## src/rtl/cip_pkg.sv

```systemverilog
package cip_pkg;
  localparam int unsigned REG_AW  = 8;
  localparam int unsigned REG_DW  = 32;
  localparam int unsigned SGI_IDS = 16;
  localparam int unsigned SGI_IW  = 4;

  // register offsets (software-visible, fixed)
  localparam logic [REG_AW-1:0] OFF_CTL = 8'h00;
  localparam logic [REG_AW-1:0] OFF_SIG = 8'h60;
  localparam logic [REG_AW-1:0] OFF_RDY = 8'h6C;
  localparam logic [REG_AW-1:0] OFF_SEN = 8'hA0;
  localparam logic [REG_AW-1:0] OFF_CEN = 8'hA4;
  localparam logic [REG_AW-1:0] OFF_CMP = 8'hB4;

  // signalling register fields
  localparam int unsigned SIG_ID_LSB   = 0;
  localparam int unsigned SIG_MASK_LSB = 8;
  localparam int unsigned SIG_MASK_W   = 8;

  localparam logic [REG_DW-1:0] NONE_READY = '1;
endpackage

```

## src/rtl/cip_pick.sv

```systemverilog
module cip_pick #(
  parameter int unsigned N  = 64,
  parameter int unsigned IW = $clog2(N)
) (
  input  logic [N-1:0]  req,
  output logic          found,
  output logic [IW-1:0] idx
);
  always_comb begin
    found = 1'b0;
    idx   = '0;
    for (int i = N - 1; i >= 0; i--) begin
      if (req[i]) begin
        found = 1'b1;
        idx   = IW'(i);
      end
    end
  end

  // the chosen number is one of the requesters
  always_comb begin
    if (found) begin
      a_r5_pick_is_request: assert (req[idx]);
    end
  end
endmodule

```

## src/rtl/cip_ipi_tx.sv

```systemverilog
module cip_ipi_tx
  import cip_pkg::*;
#(
  parameter int unsigned NUM_CPU = 4
) (
  input  logic                  clk,
  input  logic                  rst_n,
  input  logic                  load_req,
  input  logic [SIG_MASK_W-1:0] load_mask,
  input  logic [SGI_IW-1:0]     load_id,
  output logic                  load_ok,
  output logic                  out_valid,
  input  logic                  out_ready,
  output logic [NUM_CPU-1:0]    out_mask,
  output logic [SGI_IW-1:0]     out_id
);
  logic [NUM_CPU-1:0] kept_mask;

  assign kept_mask = load_mask[NUM_CPU-1:0];
  assign load_ok   = !out_valid || out_ready;

  always_ff @(posedge clk) begin
    if (!rst_n) begin
      out_valid <= 1'b0;
      out_mask  <= '0;
      out_id    <= '0;
    end else if (load_req && load_ok && (kept_mask != '0)) begin
      out_valid <= 1'b1;
      out_mask  <= kept_mask;
      out_id    <= load_id;
    end else if (out_ready) begin
      out_valid <= 1'b0;
    end
  end

  a_r10_hold_until_taken: assert property (@(posedge clk) disable iff (!rst_n)
    out_valid && !out_ready |=> out_valid && $stable(out_mask) && $stable(out_id));

  a_r9_no_empty_target: assert property (@(posedge clk) disable iff (!rst_n)
    out_valid |-> out_mask != '0);
endmodule

```

## src/rtl/cip_ipi_rx.sv

```systemverilog
module cip_ipi_rx
  import cip_pkg::*;
#(
  parameter int unsigned NUM_CPU = 4,
  parameter int unsigned CPU_IDX = 0,
  parameter int unsigned ID_W    = 6
) (
  input  logic               clk,
  input  logic               rst_n,
  input  logic               in_valid,
  input  logic [NUM_CPU-1:0] in_mask,
  input  logic [SGI_IW-1:0]  in_id,
  input  logic               clr_valid,
  input  logic [ID_W-1:0]    clr_id,
  output logic [SGI_IDS-1:0] pend
);
  logic hit;
  assign hit = in_valid && in_mask[CPU_IDX];

  for (genvar g = 0; g < SGI_IDS; g++) begin : g_bit
    logic set_b, clr_b;
    assign set_b = hit && (in_id == SGI_IW'(g));
    assign clr_b = clr_valid && (clr_id == ID_W'(g));
    always_ff @(posedge clk) begin
      if (!rst_n)     pend[g] <= 1'b0;
      else if (set_b) pend[g] <= 1'b1;
      else if (clr_b) pend[g] <= 1'b0;
    end
  end

  a_r11_request_latched: assert property (@(posedge clk) disable iff (!rst_n)
    hit |=> pend[$past(in_id)]);
endmodule

```

## src/rtl/cpu_irq_port.sv

```systemverilog
module cpu_irq_port
  import cip_pkg::*;
#(
  parameter int unsigned NUM_IRQ = 64,
  parameter int unsigned NUM_CPU = 4,
  parameter int unsigned CPU_IDX = 2
) (
  input  logic               clk,
  input  logic               rst_n,
  input  logic [NUM_IRQ-1:0] pend_i,
  input  logic               wr_en,
  input  logic [7:0]         wr_addr,
  input  logic [31:0]        wr_data,
  output logic               wr_ready,
  input  logic               rd_en,
  input  logic [7:0]         rd_addr,
  output logic               rd_valid,
  output logic [31:0]        rd_data,
  output logic               irq_o,
  input  logic               ipi_in_valid,
  input  logic [NUM_CPU-1:0] ipi_in_mask,
  input  logic [3:0]         ipi_in_id,
  output logic               ipi_out_valid,
  input  logic               ipi_out_ready,
  output logic [NUM_CPU-1:0] ipi_out_mask,
  output logic [3:0]         ipi_out_id
);
  localparam int unsigned ID_W = $clog2(NUM_IRQ);

  logic               port_on;
  logic [NUM_IRQ-1:0] en_q, act_q;
  logic [SGI_IDS-1:0] sgi_pend;
  logic [NUM_IRQ-1:0] eff_pend, ready_vec;
  logic               found;
  logic [ID_W-1:0]    pick_idx;
  logic               id_ok;
  logic [ID_W-1:0]    wid;
  logic [NUM_IRQ-1:0] wid_vec, claim_vec, cmp_vec;
  logic               wr_sig, tx_ok, claim;
  logic               do_sen, do_cen, do_cmp;

  // write decode
  assign id_ok   = wr_data < REG_DW'(NUM_IRQ);
  assign wid     = wr_data[ID_W-1:0];
  assign wid_vec = NUM_IRQ'(1) << wid;
  assign wr_sig  = wr_en && (wr_addr == OFF_SIG);
  assign wr_ready = (wr_addr != OFF_SIG) || tx_ok;
  assign do_sen  = wr_en && (wr_addr == OFF_SEN) && id_ok;
  assign do_cen  = wr_en && (wr_addr == OFF_CEN) && id_ok;
  assign do_cmp  = wr_en && (wr_addr == OFF_CMP) && id_ok;

  // ready selection
  assign eff_pend  = pend_i | NUM_IRQ'(sgi_pend);
  assign ready_vec = eff_pend & en_q & ~act_q;

  cip_pick #(.N(NUM_IRQ), .IW(ID_W)) u_pick (
    .req   (ready_vec),
    .found (found),
    .idx   (pick_idx)
  );

  assign claim     = rd_en && (rd_addr == OFF_RDY) && found;
  assign claim_vec = claim ? (NUM_IRQ'(1) << pick_idx) : '0;
  assign cmp_vec   = do_cmp ? wid_vec : '0;
  assign irq_o     = port_on && found;

  always_ff @(posedge clk) begin
    if (!rst_n) begin
      port_on <= 1'b0;
      en_q    <= '0;
      act_q   <= '0;
    end else begin
      if (wr_en && (wr_addr == OFF_CTL)) port_on <= wr_data[0];
      if (do_sen) en_q <= en_q | wid_vec;
      else if (do_cen) en_q <= en_q & ~wid_vec;
      act_q <= (act_q & ~cmp_vec) | claim_vec;
    end
  end

  // read port, one cycle latency
  always_ff @(posedge clk) begin
    if (!rst_n) begin
      rd_valid <= 1'b0;
      rd_data  <= '0;
    end else begin
      rd_valid <= rd_en;
      if (rd_en) begin
        unique case (rd_addr)
          OFF_CTL: rd_data <= {31'd0, port_on};
          OFF_RDY: rd_data <= found ? REG_DW'(pick_idx) : NONE_READY;
          default: rd_data <= '0;
        endcase
      end
    end
  end

  cip_ipi_rx #(.NUM_CPU(NUM_CPU), .CPU_IDX(CPU_IDX), .ID_W(ID_W)) u_rx (
    .clk       (clk),
    .rst_n     (rst_n),
    .in_valid  (ipi_in_valid),
    .in_mask   (ipi_in_mask),
    .in_id     (ipi_in_id),
    .clr_valid (claim),
    .clr_id    (pick_idx),
    .pend      (sgi_pend)
  );

  cip_ipi_tx #(.NUM_CPU(NUM_CPU)) u_tx (
    .clk       (clk),
    .rst_n     (rst_n),
    .load_req  (wr_sig),
    .load_mask (wr_data[SIG_MASK_LSB +: SIG_MASK_W]),
    .load_id   (wr_data[SIG_ID_LSB +: SGI_IW]),
    .load_ok   (tx_ok),
    .out_valid (ipi_out_valid),
    .out_ready (ipi_out_ready),
    .out_mask  (ipi_out_mask),
    .out_id    (ipi_out_id)
  );

  a_r6_claim_marks_active: assert property (@(posedge clk) disable iff (!rst_n)
    claim |=> act_q[$past(pick_idx)]);

  a_r7_complete_clears: assert property (@(posedge clk) disable iff (!rst_n)
    do_cmp && !(claim && pick_idx == wid) |=> !act_q[$past(wid)]);

  a_r3_enable_sets: assert property (@(posedge clk) disable iff (!rst_n)
    do_sen |=> en_q[$past(wid)]);

  a_r5_read_latency: assert property (@(posedge clk) disable iff (!rst_n)
    rd_en |=> rd_valid);
endmodule

```

## config.mk

```make
export PLATFORM = sky130hd
export DESIGN_NAME = cpu_irq_port
export DESIGN_NICKNAME = d
export VERILOG_FILES = /design/src/rtl/cip_pkg.sv /design/src/rtl/cip_pick.sv /design/src/rtl/cip_ipi_tx.sv /design/src/rtl/cip_ipi_rx.sv /design/src/rtl/cpu_irq_port.sv
export SDC_FILE = /design/constraint.sdc
export NUM_CORES = 1
export LEC_CHECK = 0
export BUFFER_PORTS_ARGS = -buffer_cell sky130_fd_sc_hd__buf_4
export CAP_MARGIN = 10
export CORE_ASPECT_RATIO = 0.6
export CORE_UTILIZATION = 36
export CTS_BUF_LIST = sky130_fd_sc_hd__clkbuf_8
export DETAILED_ROUTE_END_ITERATION = 6
export PLACE_DENSITY_LB_ADDON = 0.08
export SLEW_MARGIN = 20
export SYNTH_ARGS = -nofsm -noshare
export SYNTH_HDL_FRONTEND = slang
export SYNTH_SLANG_ARGS = --single-unit
```

## constraint.sdc

```tcl
create_clock -name clk -period 4.2 [get_ports clk]
set_input_delay 1.26 -clock clk [delete_from_list [all_inputs] [get_ports clk]]
set_output_delay 1.26 -clock clk [all_outputs]
set_load 0.005 [all_outputs]
```

==> metrics, run 1 <==
Synth Area in Compound Gates 28.78%; crit-path max FO 3; Comb power frac 7.6%; Worst Slack Setup Final 0.08904 ns; Detailed Route Iter0 Violations between 900 and 1,000; fraction of the cycle the final worst path needs approximately 98%; number of buffers created by CTS 17; Initial DRT Pass Iterations 7; Yosys reg bits approximately 160; Post-synth EDFFs 0; Leak ~4.2 nW; # hold bufs at CTS 0; fill count around 2,400; crit end category primary output; Netlist cell types 93; largest family of logic cells by synthesized area compound AO/OA/AOI/OAI gates; largest net degree at the start of global routing 65; Peak Freq approximately 240 MHz; global route overflow 0; port bufs 166; core region area approximately 24,000 um^2; fraction of layout cells with a size suffix above 1 between 20% and 30%; FF/Latch Area 3243 um^2; status finished clean; setup TNS 0 ns; max-slew violation count 0; CTS tree done; Die ar. ~25,000 um^2; Max Root-Sink Buffers 2; die width roughly 200 um; DRT antenna net count 0; CP Launch Type primary input; DR DRC count 0; multi-input combinational cell area between 5000 and 6000 um^2; CTS clock-pin slew for the worst setup and hold paths roughly 0.09 ns; I/O pin total 170; Async S/R FF share, synth 0%; RSZ-0062 raised after global routing no; standard-cell rows between 40 and 50; max-cap violation count 0; top_reg_cell synth dfxtp_1; slew at the pin with the worst max-slew slack between 0.9 and 1 ns; Post-Synth XOR/XNOR Area 0%; post-synthesis mux area share between 1 and 1.5%; Ant. Diodes 0; synth warn 0; htree depth 4; Tmin final 4.111 ns; DR vias/cell between 5 and 6; Seq pwr share between 50% and 60%; post-synthesis adder-cell area fraction 0%; routed vias 9,198; Area growth syn-to-layout 25.14%; post-synthesis sequential area ratio 36.69%; clock share of power between 30% and 40%; Mapped Nets 1,208; Sw Ratio a little over a quarter; critical path class in2out; WHS a little under 0.5 ns; Clock Sinks 162; Initial Util 37.51%; Skew-Pair Late Insertion Delay 0.49 ns; P per Cell Area between 200 and 300 nW/um^2; GRT Resource Usage Total ~28%; Final Util between 40% and 50%; first-pass GRT wire length around 52,000 um; Syn Inst Count 1,082; final-report hold violation count 0; Req. time, crit path around 3 ns; largest vdd supply drop ~200 uV; internal cell power around 2.1 mW; gpl congestion ~0.94; DR WL/cell ~22 um; WP data arrival 2.85 ns; Syn Area/Cell approximately 8.2 um^2; Die Height 123.4 um; hold crit path type reg2reg; Post-Syn Area 8840 um^2; Max-slew headroom around 36%; P_sw 0.7655 mW; final setup violation count 0; post-DP HPWL 26,270 um; simple-gate share of the synthesized area between 20% and 30%; Clock Skew roughly 0.013 ns; Post-Place Setup Slack around 0.0057 ns; final wirelength 35,520 um; vias in the first global route between 8,000 and 9,000; final total power 2.899 mW; fin nets between 1,000 and 1,500; initial antenna violation count 0; root buffer cell clkbuf_8
==> Yosys cell counts (all sizes together) (6+ instances only) <==
cell | instances | area [um^2]
nand2 | 65 | 254.0
mux2i | 9 | 90.09
and2 | 15 | 95.10
buf | 38 | 272.8
o21ai | 149 | 783.3
nor2b | 28 | 175.2
nand2b | 25 | 156.4
nand4 | 13 | 96.34
dfxtp | 162 | 3243
clkbuf | 38 | 143.9
nand3b | 43 | 351.6
nor2 | 128 | 490.5
or3 | 6 | 37.54
a31oi | 9 | 56.30
o221a | 7 | 78.82
a21oi | 78 | 401.6
or2 | 10 | 65.07
o22ai | 6 | 51.30
o211ai | 73 | 558.0
and3b | 21 | 183.9
nor3 | 21 | 110.1
nor4 | 21 | 192.7
a211oi | 8 | 65.06
inv | 9 | 33.78
nand3 | 27 | 140.1
o21a | 6 | 45.04
==> power by group through the flow <==
stage	Combinational (mW)	Sequential, mW	Clock, mW
2_1_floorplan	0.0797	1.57	0
3_3_place_gp	0.217	1.57	0
3_5_place_dp	0.218	1.57	0
4_1_cts	0.219	1.54	1.16
5_1_grt	0.238	1.54	1.22
6_report	0.221	1.54	1.14
==> metrics by stage <==
step	std cells	cell area [um^2]
finish	1594	11060
floorplan	1082	8840
global placement	1560	10640
detailed placement	1560	10640
global route	1594	11060
CTS	1592	11020
==> placed cells by master (no fill, tap or decap), types with 7 or more instances in the layout <==
cell type / count
a211oi_1: 7
a21oi_1: 75
a31oi_1: 9
and2_1: 9
and3b_1: 20
buf_4: 239
clkbuf_8: 19
dfxtp_1: 162
inv_1: 9
mux2i_1: 9
nand2_1: 61
nand2b_1: 25
nand3_1: 25
nand3b_1: 40
nand4_1: 12
nor2_1: 125
nor2b_1: 28
nor3_1: 20
nor4_1: 13
o211ai_1: 71
o21ai_0: 94
o21ai_1: 45
o21ai_2: 10
or2_2: 8
==> worst paths after layout <==
kind / start / end / slack (ns) / cells past startpoint
worst min register to register: flop / flop / 0.48 / 2
worst min-delay path: flop / flop / 0.48 / 2
worst max register to register: act_q[8]$_SDFF_PN0_ / u_rx.pend[4]$_SDFFE_PN0P_ / 1.18 / 9
worst max-delay path: pend_i[29] / irq_o / 0.09 / 10
==> per-layer routing <==
metal	part of all wire, %	track usage, %	vias up
li1	-	-	4359
met3	10	6.695	22
met2	38	37.01	440
met5	0	0	-
met4	0.85	5.504	0
met1	51	44.99	4377
==> cells by family (layout without fill, tap and decap cells) <==
group | after synthesis | count (layout)
simple gates | 441 | 441
mux | 9 | 9
compound gates | 385 | 385
flops | 162 | 162
buf+inv | 85 | 282
==> worst max-delay path, stage by stage <==
cell and delay [ns]:
buf_4 0.13, and3b_2 0.22, nor4_4 0.30, buf_4 0.17
and2b_1 0.14, and2_4 0.15, and2_4 0.14, nand3_2 0.06
and2_1 0.14, buf_4 0.13
==> final cells by class <==
cell class	instances	share of cell area, %
clock buffer	19	2.364
clock inverter	13	1.029
inverter	9	0.3054
multi-input combinational	835	46.84
sequential	162	29.32
tap	315	3.563
timing repair buffer	241	16.58
==> timing repair <==
item | 4_1_cts | 5_1_grt
resized for setup | 1 | 6
hold endpoints to repair | 0 | 0
setup buffers | 0 | 2
setup endpoints to repair | 1 | 1
pin swaps | 0 | 4
Note: power is estimated with default switching activity, not from simulation.
==> run 2: changes to the inputs <==
--- a/config.mk
+++ b/config.mk
@@ -8,11 +8,11 @@
 export BUFFER_PORTS_ARGS = -buffer_cell sky130_fd_sc_hd__buf_4
 export CAP_MARGIN = 10
 export CORE_ASPECT_RATIO = 0.6
-export CORE_UTILIZATION = 36
+export CORE_UTILIZATION = 53
 export CTS_BUF_LIST = sky130_fd_sc_hd__clkbuf_8
 export DETAILED_ROUTE_END_ITERATION = 6
 export PLACE_DENSITY_LB_ADDON = 0.08
-export SLEW_MARGIN = 20
+export RECOVER_POWER = 25
 export SYNTH_ARGS = -nofsm -noshare
 export SYNTH_HDL_FRONTEND = slang
 export SYNTH_SLANG_ARGS = --single-unit
==> metrics, run 2 (synthesized netlist as in run 1, its figures left out) <==
Detailed Route Iter0 Violations 1,169 (was 938); htree depth 4 (unchanged); root buffer cell clkbuf_8 (unchanged); DR WL/cell 21.64 um (was 22.28 um); number of buffers created by CTS 17 (unchanged); Initial Util 54.36% (was 37.51%); max-slew violation count 98 (was 0); status finished, violations left (was finished clean); gpl congestion 1.028 (was 0.9369); Max-slew headroom -17.55% (was 36.18%); first-pass GRT wire length 47,960 um (was 52,010 um); CP Launch Type primary input (unchanged); Area growth syn-to-layout 22.68% (was 25.14%); Die Height 102.0 um (was 123.4 um); post-DP HPWL 23,580 um (was 26,270 um); core region area 16,260 um^2 (was 23,570 um^2); routed vias 9,357 (was 9,198); final-report hold violation count 0 (unchanged); die width 168.7 um (was 204.3 um); Clock Sinks 162 (unchanged); largest vdd supply drop 284.1 uV (was 204.3 uV); crit-path max FO 3 (unchanged); global route overflow 0 (unchanged); hold crit path type reg2reg (unchanged); I/O pin total 170 (unchanged); DR vias/cell 6.271 (was 5.770); failing checks capacitance limit, slew limit; most common cell after layout, fill and taps aside buf_4 (unchanged); CTS tree done (unchanged); final wirelength 32,280 um (was 35,520 um); DR DRC count 0 (unchanged); Worst Slack Setup Final 0.06271 ns (was 0.08904 ns); port bufs 166 (unchanged); largest net degree at the start of global routing 98 (was 65); Req. time, crit path 2.94 ns (about the same); Ant. Diodes 0 (unchanged); Seq pwr share 51.8% (was 53.1%); clock share of power 40.9% (was 39.3%); Comb power frac 7.2% (was 7.6%); crit end category primary output (unchanged); most frequent cells in the layout 202 x buf_4, 162 x dfxtp_1, 126 x nor2_1, 94 x o21ai_0, 75 x a21oi_1 (was 239 x buf_4, 162 x dfxtp_1, 125 x nor2_1, 94 x o21ai_0, 75 x a21oi_1); fraction of layout cells with a size suffix above 1 25.55% (was 26.82%); Leak 4.137 nW (was 4.217 nW); P_sw 0.7859 mW (was 0.7655 mW); DRT antenna net count 0 (unchanged); final setup violation count 0 (unchanged); internal cell power 2.183 mW (was 2.133 mW); Clock Skew 0.01312 ns (was 0.01339 ns); Peak Freq 241.7 MHz (was 243.3 MHz); fraction of the cycle the final worst path needs 98.51% (was 97.88%); critical path class in2out (unchanged); WHS 0.4907 ns (was 0.4830 ns); Initial DRT Pass Iterations 6 (was 7); Sw Ratio 26.47% (was 26.41%); Post-Place Setup Slack -0.1558 ns (was 0.005658 ns); max-cap violation count 1 (was 0); initial antenna violation count 0 (unchanged); P per Cell Area 273.8 nW/um^2 (was 262.0 nW/um^2); slew at the pin with the worst max-slew slack 1.763 ns (was 0.9499 ns); WP data arrival 2.88 ns (was 2.85 ns); GRT Resource Usage Total 37.60% (was 28.24%); Skew-Pair Late Insertion Delay 0.49 ns (about the same); Max Root-Sink Buffers 2 (unchanged); CTS clock-pin slew for the worst setup and hold paths 0.09 ns (about the same); vias in the first global route 8,255 (was 8,305); standard-cell rows 36 (was 43); Tmin final 4.137 ns (was 4.111 ns); Die ar. 17,220 um^2 (was 25,210 um^2); fin nets 1,377 (was 1,392)
## run 2: cell count changes in the layout (fill, tap and decap cells not counted), sizes merged
| cell | previous run | this run |
|---|---|---|
| clkinv | 7 | 4 |
| clkbuf | 19 | 38 |
| buf | 241 | 205 |
| clkinvlp | 4 | 1 |
| bufinv | 1 | 2 |
| inv | 10 | 17 |
## run 2: layout make-up
cell class | count | area [um^2]
clock inverters | 15 | 170.2
fillers | 1495 | 5416
inverters | 9 | 33.78
clock buffers | 17 | 234.0
well taps | 228 | 285.3
flip-flops and latches | 162 | 3243
multi-input cells | 835 | 5164
repair buffers | 226 | 1714
## run 2: worst paths after layout
check | cells after the start | slack (ns) | start | end
max reg2reg | 10 | 0.96 | act_q[21]$_SDFF_PN0_ | act_q[17]$_SDFF_PN0_
max | 10 | 0.06 | pend_i[35] | irq_o
min reg2reg | 2 | 0.49 | flop | flop
min | 2 | 0.49 | flop | flop
## run 2: timing repair
item,4_1_cts,5_1_grt
setup endpoints to repair,1,1
setup buffers,0,2
resized for setup,4,3
hold buffers,0,0
pin swaps,3,3
## run 2: critical path, stage by stage
cell and delay [ns]:
buf_4 0.11, nand3b_1 0.12, o21ai_0 0.22, nor3_1 0.23, buf_4 0.17, nand2_1 0.08
nor2_1 0.26, nand3_2 0.14, and2_1 0.16, buf_4 0.13
## run 2: routing by layer
metal  track usage, %  part of all wire, %
met1            53.07                   44
met2            51.65                   39
met3            16.50                   16
met4            9.161                  1.2
met5           0.5435                    0
## run 2: power by group through the flow
stage / Clock (mW) / Combinational [mW] / Sequential [mW]
floorplan: 0 / 0.0797 / 1.57
global placement: 0 / 0.208 / 1.57
detailed placement: 0 / 0.210 / 1.57
CTS: 1.22 / 0.210 / 1.54
global route: 1.29 / 0.231 / 1.54
finish: 1.22 / 0.215 / 1.54
## run 2: per-stage QoR
step / instance area (um^2) / setup TNS [ns] / instances / utilization (%) / power [mW]
2_1_floorplan: 8840 / 0 / 1082 / - / 1.654
3_3_place_gp: 10430 / -0.1616 / 1458 / 64.17 / 1.783
3_5_place_dp: 10430 / -0.1558 / 1458 / 64.17 / 1.784
4_1_cts: 10850 / 0 / 1490 / 66.73 / 2.968
5_1_grt: 10840 / -0.04259 / 1492 / 66.69 / 3.056
6_report: 10840 / 0 / 1492 / 66.69 / 2.969
==> run 3: changes to the inputs <==
--- a/config.mk
+++ b/config.mk
@@ -7,8 +7,10 @@
 export LEC_CHECK = 0
 export BUFFER_PORTS_ARGS = -buffer_cell sky130_fd_sc_hd__buf_4
 export CAP_MARGIN = 10
+export CELL_PAD_IN_SITES_DETAIL_PLACEMENT = 1
+export CELL_PAD_IN_SITES_GLOBAL_PLACEMENT = 1
 export CORE_ASPECT_RATIO = 0.6
-export CORE_UTILIZATION = 53
+export CORE_UTILIZATION = 43
 export CTS_BUF_LIST = sky130_fd_sc_hd__clkbuf_8
 export DETAILED_ROUTE_END_ITERATION = 6
 export PLACE_DENSITY_LB_ADDON = 0.08
==> metrics, run 3 (synthesized netlist as in run 1, its figures left out) <==
status finished, violations left (unchanged); failing checks capacitance limit, slew limit (unchanged); root buffer cell clkbuf_8 (unchanged); Non-Filler Instances 1,550 (was 1,492); Clock Skew 0.02244 ns (was 0.01312 ns); Area growth syn-to-layout 24.42% (was 22.68%); Post-Place Setup Slack -0.006318 ns (was -0.1558 ns); Max-slew headroom -54.43% (was -17.55%); most frequent cells in the layout 191 x buf_4, 162 x dfxtp_1, 125 x nor2_1, 94 x o21ai_0, 75 x a21oi_1 (was 202 x buf_4, 162 x dfxtp_1, 126 x nor2_1, 94 x o21ai_0, 75 x a21oi_1); crit end category primary output (unchanged); fin nets 1,390 (was 1,377); Max Root-Sink Buffers 2 (unchanged); DRT antenna net count 0 (unchanged); reg2reg end act_q[7]$_SDFF_PN0_ (was act_q[17]$_SDFF_PN0_); FF-to-FF setup slack 1.03 ns (was 0.96 ns); initial antenna violation count 0 (unchanged); P per Cell Area 271.8 nW/um^2 (was 273.8 nW/um^2); largest vdd supply drop 199.1 uV (was 284.1 uV); final setup violation count 0 (unchanged); gpl congestion 0.9929 (was 1.028); DR vias/cell 6.252 (was 6.271); hold crit path type reg2reg (unchanged); Die ar. 21,150 um^2 (was 17,220 um^2); post-DP HPWL 27,110 um (was 23,580 um); max-cap violation count 1 (unchanged); Initial DRT Pass Iterations 6 (unchanged); # hold bufs at CTS 0 (unchanged); Tmin final 4.142 ns (was 4.137 ns); largest net degree at the start of global routing 56 (was 98); most common cell after layout, fill and taps aside buf_4 (unchanged); I/O pin total 170 (unchanged); die width 187.1 um (was 168.7 um); Clock Sinks 162 (unchanged); core region area 20,070 um^2 (was 16,260 um^2); htree depth 4 (unchanged); number of buffers created by CTS 17 (unchanged); final total power 2.989 mW (was 2.969 mW); final-report hold violation count 0 (unchanged); global route overflow 0 (unchanged); Final Util 54.80% (was 66.69%); routed vias 9,691 (was 9,357); CTS clock-pin slew for the worst setup and hold paths 0.08 ns (was 0.09 ns); Leak 4.184 nW (was 4.137 nW); fraction of the cycle the final worst path needs 98.62% (was 98.51%); Die Height 113.1 um (was 102.0 um); hold depth 2 (unchanged); GRT Resource Usage Total 34.92% (was 37.60%); fill count 2,471 (was 1,495); Skew-Pair Late Insertion Delay 0.49 ns (about the same); Reg2Reg Depth 10 (unchanged); first-pass GRT wire length 55,850 um (was 47,960 um); Initial Util 44.05% (was 54.36%); vias in the first global route 9,330 (was 8,255); slew at the pin with the worst max-slew slack 2.316 ns (was 1.763 ns); final wirelength 36,770 um (was 32,280 um); crit-path max FO 3 (unchanged); Req. time, crit path 2.94 ns (about the same); reg2reg start act_q[43]$_SDFF_PN0_ (was act_q[21]$_SDFF_PN0_); standard-cell rows 40 (was 36); DR WL/cell 23.72 um (was 21.64 um); CTS tree done (unchanged); setup TNS 0 ns (unchanged); DR DRC count 0 (unchanged); fraction of layout cells with a size suffix above 1 26.23% (was 25.55%); Worst Slack Setup Final 0.05779 ns (was 0.06271 ns); max-slew violation count 56 (was 98); Peak Freq 241.4 MHz (was 241.7 MHz); Inst Count DP 1,517 (was 1,458); Detailed Route Iter0 Violations 944 (was 1,169); WP data arrival 2.88 ns (about the same); Ant. Diodes 0 (unchanged); port bufs 166 (unchanged); critical path class in2out (unchanged); CP Launch Type primary input (unchanged)
## run 3: area by class of cell
cell class	instances	area, um^2	share of cell area [%]
Clock inverter	12	130.1	1.183
Sequential cell	162	3243	29.49
Multi-Input combinational cell	835	5180	47.10
Timing Repair Buffer	239	1794	16.31
Tap cell	273	341.6	3.106
Inverter	9	33.78	0.3072
Clock buffer	20	275.3	2.503
## run 3: through the flow
stage,instance area (um^2),hold slack [ns]
6_report,11000,0.4844
5_1_grt,11000,0.5226
4_1_cts,10990,0.4878
3_5_place_dp,10580,0.4658
3_3_place_gp,10580,0.4565
2_1_floorplan,8840,0.4438
## run 3: repair_timing
action                     in CTS  in global routing
pin swaps                       2                  1
gates cloned                    0                  0
gates resized for setup         1                  7
buffers inserted                0                  1
setup endpoints to repair       1                  1
## run 3: where the power goes
part           internal (mW)  total (mW)  switching (mW)  leakage [nW]
Sequential              1.54        1.54         0.00150          1.30
Combinational         0.0997       0.222           0.122          2.67
Clock                  0.577        1.23           0.652         0.211
## run 3: how the worst max path moves through the flow
stage | cells after the start | endpoint | start
3_5_place_dp | 10 | irq_o | pend_i[30]
5_1_grt | 10 | irq_o | pend_i[30]
3_3_place_gp | 10 | irq_o | pend_i[20]
4_1_cts | 10 | irq_o | pend_i[29]
2_1_floorplan | 7 | irq_o | pend_i[20]
6_report | 10 | irq_o | pend_i[30]
## run 3: critical path, cell delays in order
cell	delay, ns
buf_4	0.10
and3b_2	0.23
nor4_4	0.28
buf_4	0.17
and2b_1	0.17
and2_4	0.16
and2_4	0.14
nand3_2	0.07
and2_1	0.17
buf_4	0.13
## run 3: metal layers
metal,vias up,track usage (%),part of all wire (%)
li1,4348,-,-
met1,4816,51.94,48
met2,478,49.39,40
met3,49,9.553,11
met4,0,7.978,1.4
met5,-,0,0
